`src/rtl/vlset_pkg.sv`:
```
package vlset_pkg;

    typedef enum logic [1:0] {
        SPR_VL    = 2'd0,
        SPR_MVL   = 2'd1,
        SPR_STATE = 2'd2,
        SPR_NONE  = 2'd3
    } spr_sel_e;

    typedef enum logic [2:0] {
        FORM_IDLE,
        FORM_TRAP,
        FORM_SETMVL,
        FORM_IMM,
        FORM_REG
    } form_e;

    localparam int IMM_W = 7;

endpackage

```
`src/rtl/vlset_decode.sv`:
```
module vlset_decode
    import vlset_pkg::*;
#(
    parameter int RIDX_W = 5
) (
    input  logic              valid,
    input  logic [RIDX_W-1:0] ra_idx,
    input  logic [RIDX_W-1:0] rt_idx,
    input  logic [IMM_W-1:0]  imm,
    output form_e             form,
    output logic [IMM_W-1:0]  imm_len
);
    localparam int PAY_W = IMM_W - 1;

    // Offset-by-one length taken from the low six bits; 63 gives 64.
    assign imm_len = {1'b0, imm[PAY_W-1:0]} + IMM_W'(1);

    always_comb begin
        if (!valid)
            form = FORM_IDLE;
        else if (imm[IMM_W-1])
            form = FORM_TRAP;
        else if (ra_idx != '0)
            form = FORM_REG;
        else if (rt_idx == '0)
            form = FORM_SETMVL;
        else
            form = FORM_IMM;
    end
endmodule

```
`src/rtl/vlset_clamp.sv`:
```
module vlset_clamp #(
    parameter int XLEN  = 64,
    parameter int LEN_W = 8
) (
    input  logic [XLEN-1:0]  req,
    input  logic [LEN_W-1:0] limit,
    output logic [LEN_W-1:0] len
);
    // The comparison uses the full source width so large values clamp.
    assign len = (req > XLEN'(limit)) ? limit : req[LEN_W-1:0];
endmodule

```
`src/rtl/vlset_unit.sv`:
```
module vlset_unit
    import vlset_pkg::*;
#(
    parameter int XLEN   = 64,
    parameter int LEN_W  = 8,
    parameter int RIDX_W = 5
) (
    input  logic              clk,
    input  logic              rst_n,
    input  logic              in_valid,
    output logic              in_ready,
    input  logic [RIDX_W-1:0] in_ra_idx,
    input  logic [RIDX_W-1:0] in_rt_idx,
    input  logic [XLEN-1:0]   in_ra_val,
    input  logic [6:0]        in_imm,
    input  logic              spr_we,
    input  logic [1:0]        spr_sel,
    input  logic [LEN_W-1:0]  spr_wdata,
    output logic [LEN_W-1:0]  vl,
    output logic [LEN_W-1:0]  mvl,
    output logic [LEN_W-1:0]  state,
    output logic              rt_we,
    output logic [RIDX_W-1:0] rt_idx,
    output logic [XLEN-1:0]   rt_data,
    output logic              illegal
);
    localparam logic [LEN_W-1:0] LEN_ONE = LEN_W'(1);

    typedef struct packed {
        logic [LEN_W-1:0]  vl;
        logic [LEN_W-1:0]  mvl;
        logic [LEN_W-1:0]  state;
        logic              rt_we;
        logic [RIDX_W-1:0] rt_idx;
        logic [XLEN-1:0]   rt_data;
        logic              illegal;
    } unit_state_t;

    unit_state_t st_d, st_q;
    form_e              form;
    logic [IMM_W-1:0]   imm_len;
    logic [LEN_W-1:0]   ilen;
    logic [LEN_W-1:0]   clamped;
    spr_sel_e           sel;

    vlset_decode #(.RIDX_W(RIDX_W)) u_dec (
        .valid   (in_valid),
        .ra_idx  (in_ra_idx),
        .rt_idx  (in_rt_idx),
        .imm     (in_imm),
        .form    (form),
        .imm_len (imm_len)
    );

    vlset_clamp #(.XLEN(XLEN), .LEN_W(LEN_W)) u_clamp (
        .req   (in_ra_val),
        .limit (st_q.mvl),
        .len   (clamped)
    );

    assign ilen     = LEN_W'(imm_len);
    assign sel      = spr_sel_e'(spr_sel);
    assign in_ready = 1'b1;

    always_comb begin
        st_d         = st_q;
        st_d.rt_we   = 1'b0;
        st_d.rt_idx  = '0;
        st_d.rt_data = '0;
        st_d.illegal = 1'b0;

        unique case (form)
            FORM_TRAP: st_d.illegal = 1'b1;
            FORM_SETMVL: begin
                st_d.mvl   = ilen;
                st_d.state = '0;
            end
            FORM_IMM: begin
                st_d.vl      = ilen;
                st_d.mvl     = ilen;
                st_d.state   = '0;
                st_d.rt_we   = 1'b1;
                st_d.rt_idx  = in_rt_idx;
                st_d.rt_data = XLEN'(ilen);
            end
            FORM_REG: begin
                st_d.vl    = clamped;
                st_d.state = '0;
                if (in_rt_idx != '0) begin
                    st_d.rt_we   = 1'b1;
                    st_d.rt_idx  = in_rt_idx;
                    st_d.rt_data = XLEN'(clamped);
                end
            end
            default: ;
        endcase

        // Port write last so it overrides the instruction's update.
        if (spr_we) begin
            unique case (sel)
                SPR_VL:    st_d.vl    = spr_wdata;
                SPR_MVL:   st_d.mvl   = spr_wdata;
                SPR_STATE: st_d.state = spr_wdata;
                default:   ;
            endcase
        end
    end

    always_ff @(posedge clk or negedge rst_n) begin
        if (!rst_n) begin
            st_q         <= '0;
            st_q.vl      <= LEN_ONE;
            st_q.mvl     <= LEN_ONE;
        end else begin
            st_q <= st_d;
        end
    end

    assign vl      = st_q.vl;
    assign mvl     = st_q.mvl;
    assign state   = st_q.state;
    assign rt_we   = st_q.rt_we;
    assign rt_idx  = st_q.rt_idx;
    assign rt_data = st_q.rt_data;
    assign illegal = st_q.illegal;
endmodule

```
`config.mk`:
```
export PLATFORM = sky130hd
export DESIGN_NAME = vlset_unit
export DESIGN_NICKNAME = d
export VERILOG_FILES = /design/src/rtl/vlset_pkg.sv /design/src/rtl/vlset_decode.sv /design/src/rtl/vlset_clamp.sv /design/src/rtl/vlset_unit.sv
export SDC_FILE = /design/constraint.sdc
export NUM_CORES = 1
export LEC_CHECK = 0
export BUFFER_PORTS_ARGS = -buffer_cell sky130_fd_sc_hd__buf_4
export CORE_UTILIZATION = 38
export DETAILED_ROUTE_END_ITERATION = 6
export PLACE_DENSITY = 0.78
export SKIP_LAST_GASP = 1
export SYNTH_ARGS = -nofsm -noshare
export SYNTH_HDL_FRONTEND = slang
export SYNTH_SLANG_ARGS = --single-unit
```
`constraint.sdc`:
```
create_clock -name clk -period 1.9 [get_ports clk]
set_clock_uncertainty 0.05 [all_clocks]
set_input_delay 0 -clock clk [delete_from_list [all_inputs] [get_ports clk]]
set_output_delay 0 -clock clk [all_outputs]
set_load 0.005 [all_outputs]
```
==> Yosys cells after proc, flatten, opt, wreduce, memory -nomap -nowiden <==
Index checks and enable logic that the tools add are counted.
W data, S select, Z words.
{ "totals": {"register_bits": 95, "in_bits": 95, "word_cells": 36} }
{ "op_classes": {"addsub": 1, "order_cmp": 1, "eq_ne": 6, "n_mux": 15, "n_reduce_logical": 6} }
{ "ops": {"columns": ["operator", "n"], "rows": [
  ["$pmux W70 S2", 1],
  ["$mux W70", 1],
  ["$gt A64 B8 Y1", 1],
  ["$mux W8", 6],
  ["$mux W24", 1],
  ["$pmux W8 S2", 1],
  ["$reduce_bool A5 Y1", 2],
  ["$mux W3", 3],
  ["$add A6 B1 Y7 const B", 1],
  ["$eq A3 B2 Y1 const B", 2],
  ["$logic_not A5 Y1", 1],
  ["$eq A3 B1 Y1 const B", 1],
  ["$eq A3 B3 Y1 const B", 1],
  ["$reduce_or A3 Y1", 1],
  ["$eq A2 B1 Y1 const B", 1],
  ["$eq A2 B2 Y1 const B", 1],
  ["$logic_not A2 Y1", 1],
  ["$mux W1", 2],
  ["$reduce_or A2 Y1", 1]
]} }

==> Depth between registers and ports, before layout <==
Gate-level depths: netlist of the first run.
{ "depth": {"word_depth": 10, "depth_mapped": 10, "ltp_nobuf": 9} }

==> Modules after synthesis <==
From an unflattened synthesis of the first run, not the netlist that was laid out.
{ "unflattened": {"cells_unflattened": 313, "area_unflattened_um2": 2929.1} }
{ "modules_own_cells": {"columns": ["module", "instances", "cells_each", "area_per_inst_um2", "seq_area_each_um2"], "rows": [
  ["vlset_unit", 1, 236, 2344.7, 978.4],
  ["vlset_clamp", 1, 57, 442.9, 0.0],
  ["vlset_decode", 1, 20, 141.4, 0.0]
]} }

==> Least setup slack after synthesis of the first run <==
OpenSTA, ideal clock, no wires.
{ "synth_timing": {"kind": "reg-to-reg", "start": "reg mvl[1] (netlist name)", "end": "reg vl[0] (netlist name)", "setup_time_ps": 97, "arrival_time_ps": 1837, "required_time_ps": 1753, "slack_ps": -84, "path_stages_with_launch": 10, "n_path_buf": 1, "path_cell_list": "dfrtp_1 > inv_1 > ha_1 > nor2b_1 > o211ai_1 > a21oi_1 > a2111oi_2 > o21ai_2 > buf_6 > o41ai_2"} }

==> impl_metrics.yaml, run 1 <==
status:
  outcome: "finished, violations left"
  violations: "negative hold slack, negative setup slack"
floorplanning:
  core_sq_um: 6870
  fp.dieH_um: 86.7
  initial_utilization_pct: 39.7
  rows: 30
  io_pins: 191
  die_area_sq_um: 7510
  dieWidth_um: 86.7
power_and_ir_drop:
  leakagePower_uw: 0.00210
  power_density_nw_per_um2: 590
  vdd_drop_max_uv: 331
global_route:
  grt_max_degree: 40
  grt_pass1_wl_um: 13400
  antenna_found_initial: 0
  track_usage_pct: 23.1
  grt_overflow: 0
  grt_pass1_vias: 2911
clock_network:
  cts_tree: "built"
  clock_latency_ns: 0.29
  h-tree-depth: 2
  cts_root_buf: "clkbuf_8"
  numCtsBuffers: 5
  cts.clk_slew.worst_paths_ns: 0.08
  clkSinkCount: 39
  clk_path_buf_depth: 2
synth:
  yosysSeqAreaShare_pct: 35.9
  synth_edf_count: 0
  ys_ff_latch: 39
  netlist_area_sq_um: 2720
  synth_area_per_cell_sq_um: 8.79
  synthCells: 310
  synth_flop_cell: "dfrtp_1"
  synth.distinct_cells: 46
  yosys_warnings: 0
  async_reset_ff_share_pct: 100
routing:
  first_iter_violations: 110
  antenna_left: 0
  via_per_inst: 4.84
  wl_per_cell_um: 14.7
  wl_um: 8550
  route.detailed.drc: 0
  dr.pass1.iters: 4
  vias: 2817
finish:
  final_util_pct: 60.7
  layoutNonFillerInstCount: 582
  antenna_cells: 0
  final_nets: 589
  layout_common_cells: "buf_4 (152), conb_1 (57), dfrtp_1 (37), nand2_1 (24), dlygate4sd3_1 (24)"
  final_common_cell: "buf_4"
  area_delta_synth_final_pct: 53.0
  layout-drive-gt1-share_pct: 38.9
flow_run:
  drv_cap: 0
worst_setup_path:
  startpoint_type: "flop"
  critPathMaxFanout: 6
  cpMaxStageDelayCell: "dfrtp_1"
  crit_chain: "inv_2 > ha_4 > nor2b_4 > o211ai_1 > a21oi_1 > a2111oi_2 > o21ai_2 > buf_6 > buf_6 > buf_6 > o21ai_1"
  worst-setup-path-type: "reg2reg"
  timing.critical_path.mode_cell: "buf_6"
  r2r_cells: 11
  required_ns: 2.07
  critPathMaxStageDelay_ns: 0.39
  endpoint_kind: "flop"
  critical_path_arrival_ns: 2.31
worst_hold_path:
  min_path_cells: 3
  worstHoldPathType: "in2reg"
sta:
  fin_ws_ns: -0.235
  clock.fmax_mhz: 468
  max_slew.worst_pin.slew_ns: 0.548
  finalSetupViolCount: 16
  rsz0062_at_grt: "yes"
  hold_ws_ns: -0.0351
  finalHoldViolCount: 2
  post-route-period-util_pct: 112
  slew_headroom_pct: 63.5
  fin_crit_ns: 2.14
  slew_viol_final: 0
place:
  dp_hpwl_um: 6530
  placed_cells: 545
  place_congestion: 0.935
  io_buffer_count: 133
## final cells by class
cell class,instances,area (sq um)
fill,621,2700
multi-input combinational,242,1480
timing repair buffer,180,1430
sequential,39,978
tap,96,120
clock buffer,8,100
inverter,17,63.8
## flip-flops by register name, indices dropped and copies added, names as in the netlist
signal   cells
state        8
rt_data      8
rt_we        1
rt_idx       5
mvl          8
vl           8
illegal      1
## cells in the mapped netlist (all sizes together), types with 9 or more instances
library cell / count / area share (%)
buf: 60 / 17
dfrtp: 37 / 34
o21ai: 33 / 6.6
nand2: 25 / 3.5
inv: 17 / 2.3
nor4: 14 / 3.7
mux2i: 13 / 4.8
a21oi: 11 / 2.0
nand3: 10 / 1.8
nor2: 10 / 1.4
nor3: 10 / 2.0
ha: 9 / 4.1
## through the flow
step	power [uW]	hold WS [ns]	setup slack [ns]	TNS, ns	cell area [sq um]
after floorplan	1360	-0.346	-0.0841	-0.730	2930
after detailed placement	1750	-0.0450	-0.193	-1.90	3700
after global placement	1730	-0.0501	-0.0895	-0.861	3700
after CTS	2420	-0.0339	-0.207	-2.25	4110
after global routing	2590	0.000141	-0.297	-3.86	4170
final	2460	-0.0351	-0.235	-2.60	4170
## cell families after synthesis
group,Yosys count,synth area share [%]
buffers and inverters,84,19.9
adder cells (fa/ha/maj),9,4.13
flip-flops,39,35.9
AND/OR/NAND/NOR,99,20.2
other,2,0.276
AO/OA/AOI/OAI,60,13.5
XOR/XNOR,4,1.29
multiplexers,13,4.78
## per-layer routing
| layer | part of all wire [%] | vias to the layer above | global-route usage (%) |
|---|---|---|---|
| met3 | 7.1 | 20 | 4.67 |
| li1 | - | 1318 | - |
| met4 | 2.3 | 0 | 8.18 |
| met5 | 0 | - | 0 |
| met2 | 52 | 144 | 41.8 |
| met1 | 38 | 1335 | 27.1 |
## path summary, 6_finish.rpt
check                        startpoint    endpoint  slack (ns)
min reg2reg                    state[4]    state[4]        0.47
min in group asynchronous         rst_n      mvl[7]        0.17
max reg2reg                      mvl[1]       vl[2]       -0.24
max                              mvl[1]       vl[2]       -0.24
min                        in_ra_val[1]  rt_data[1]       -0.04
max in group asynchronous         rst_n       vl[0]        1.26
## what timing repair did
item,in CTS,in global routing
endpoints found under the hold margin,76,0
setup buffers,4,1
hold buffers,24,0
gates resized for setup,9,11
pin swaps,3,1
setup endpoints to repair,16,16
## worst max-delay path, delay by kind of cell, from the launching register on
| family | cells | cell delay, ns |
|---|---|---|
| flip-flops | 1 | 0.39 |
| adder cells (fa/ha/maj) | 1 | 0.20 |
| AND/OR/NAND/NOR | 1 | 0.12 |
| buffers and inverters | 4 | 0.50 |
| AO/OA/AOI/OAI | 5 | 0.79 |
## power breakdown
part	switching (uW)	internal [uW]	total (uW)
combinational	375	479	855
clock	292	331	624
sequential	52.7	928	980
(Power assumes the default switching activity.)
==> run 2, diff against run 1 <==
--- a/config.mk
+++ b/config.mk
@@ -6,9 +6,10 @@
 export NUM_CORES = 1
 export LEC_CHECK = 0
 export BUFFER_PORTS_ARGS = -buffer_cell sky130_fd_sc_hd__buf_4
-export CORE_UTILIZATION = 38
+export CORE_UTILIZATION = 39
+export CTS_BUF_LIST = sky130_fd_sc_hd__clkbuf_8
 export DETAILED_ROUTE_END_ITERATION = 6
-export PLACE_DENSITY = 0.78
+export PLACE_DENSITY = 0.8
 export SKIP_LAST_GASP = 1
 export SYNTH_ARGS = -nofsm -noshare
 export SYNTH_HDL_FRONTEND = slang
==> impl_metrics.yaml, run 2 (synthesis gave the netlist of run 1 again) <==
status:
  outcome: "finished, violations left"
  violations: "negative hold slack, negative setup slack"
clock_network:
  clkSinkCount: 39
  h-tree-depth: 2
  cts_root_buf: "clkbuf_8"
  clock_latency_ns: 0.29
  clk_path_buf_depth: 2
  cts.clk_slew.worst_paths_ns: 0.08
  cts_tree: "built"
  numCtsBuffers: 5
routing:
  dr.pass1.iters: 6
  via_per_inst: 4.93
  antenna_left: 0
  wl_um: 8730
  wl_met3_um: 615
  route.met2.wl_um: 4350
  vias: 2797
  top_layer: "met4"
  wl_met1_um: 3550
  first_iter_violations: 195
  route.detailed.drc: 0
  wl_per_cell_um: 15.4
power_and_ir_drop:
  leakagePower_uw: 0.00211
  power_switching_uw: 726
  power_density_nw_per_um2: 586
  combPwrFrac_pct: 35.6
  internal_power_uw: 1690
  p_seq_share_pct: 40.5
  clockPowerShare_pct: 24.0
  swShare_pct: 30.0
  vdd_drop_max_uv: 295
sta:
  fin_crit_ns: 2.12
  finalHoldViolCount: 1
  max_slew.worst_pin.slew_ns: 0.619
  hold_ws_ns: -0.00499
  tns_ns: -2.42
  slew_viol_final: 0
  slew_headroom_pct: 58.8
  post-route-period-util_pct: 112
  rsz0062_at_grt: "yes"
  fin_ws_ns: -0.222
  clock.fmax_mhz: 471
  finalSetupViolCount: 16
worst_setup_path:
  required_ns: 2.05
  critPathMaxFanout: 5
  endpoint_kind: "flop"
  critPathMaxStageDelay_ns: 0.39
  critical_path_arrival_ns: 2.27
  startpoint_type: "flop"
  cpMaxStageDelayCell: "dfrtp_1"
  worst-setup-path-type: "reg2reg"
  crit_chain: "inv_2 > ha_4 > nor2b_4 > o211ai_1 > a21oi_2 > a2111oi_2 > o21ai_2 > buf_6 > o41ai_2"
floorplanning:
  core_sq_um: 6760
  initial_utilization_pct: 40.3
  fp.dieH_um: 85.6
  die_area_sq_um: 7320
  dieWidth_um: 85.6
  rows: 30
  io_pins: 191
global_route:
  grt_overflow: 0
  track_usage_pct: 23.4
  antenna_found_initial: 0
  grt_pass1_vias: 2702
  grt_max_degree: 40
  grt_pass1_wl_um: 13200
finish:
  fillers: 613
  layout_common_cells: "buf_4 (154), conb_1 (57), dfrtp_1 (37), dlygate4sd3_1 (25), nand2_1 (24)"
  final_common_cell: "buf_4"
  antenna_cells: 0
  final_nets: 590
  layout-drive-gt1-share_pct: 38.0
  area_delta_synth_final_pct: 51.4
place:
  dp_hpwl_um: 6490
  place_congestion: 0.894
  pre_cts_slack_ns: -0.172
  io_buffer_count: 133
flow_run:
  drv_cap: 0
worst_hold_path:
  worstHoldPathType: "in2reg"
[run 2: what timing repair did]
item,in CTS,in global routing
gates cloned,1,0
hold endpoints to repair,74,1
resized for setup,10,5
setup endpoints to repair,16,16
setup buffers,3,1
pin swaps,2,2
hold buffers,24,1
[run 2: layout make-up]
type / instances / area [sq um] / share of cell area (%)
Clock buffer: 6 / 82.6 / 2.00
Clock inverter: 2 / 8.76 / 0.212
Inverter: 17 / 63.8 / 1.55
Multi-Input combinational cell: 242 / 1460 / 35.4
Sequential cell: 39 / 978 / 23.7
Tap cell: 80 / 100 / 2.43
Timing Repair Buffer: 181 / 1430 / 34.7
[run 2: power by group through the flow]
stage / combinational, uW / clock, uW / sequential [uW]
detailed placement: 753 / 0 / 993
global route: 935 / 629 / 989
floorplan: 357 / 0 / 1010
finish: 860 / 580 / 979
global placement: 730 / 0 / 992
CTS: 818 / 582 / 978
[run 2: metrics by stage]
step	cell area [sq um]	hold slack [ns]	instances	total power [uW]	utilization (%)
after floorplan	2930	-0.346	365	1360	-
after global placement	3690	-0.0467	530	1720	54.6
after detailed placement	3690	-0.0489	530	1750	54.6
after CTS	4090	-0.0382	566	2380	60.5
after global routing	4120	0.0465	567	2550	61.0
final	4120	-0.00499	567	2420	61.0
[run 2: metal layers]
metal	GRT usage [%]	up-vias
met5	0	-
met1	28.8	1316
met3	5.87	23
li1	-	1317
met2	39.3	141
met4	9.09	0
[run 2: critical path, delay by kind of cell, from the launching register on]
family | cells | cell delay (ns)
DFF | 1 | 0.39
and+or+nand+nor | 1 | 0.12
adders and majority gates | 1 | 0.20
buffers and inverters | 2 | 0.26
AOI/OAI and AO/OA | 5 | 1.03
[run 2: final timing paths]
check | startpoint | to | slack [ns] | cells past startpoint
min in group asynchronous | rst_n | rt_data[2] | 0.16 | 2
worst max register to register | mvl[1] | vl[0] | -0.22 | 9
max in group asynchronous | rst_n | mvl[0] | 1.26 | 2
worst max-delay path | mvl[1] | vl[0] | -0.22 | 9
worst min register to register | state[2] | state[2] | 0.46 | 2
worst min-delay path | in_ra_val[1] | rt_data[1] | -0.005 | 3
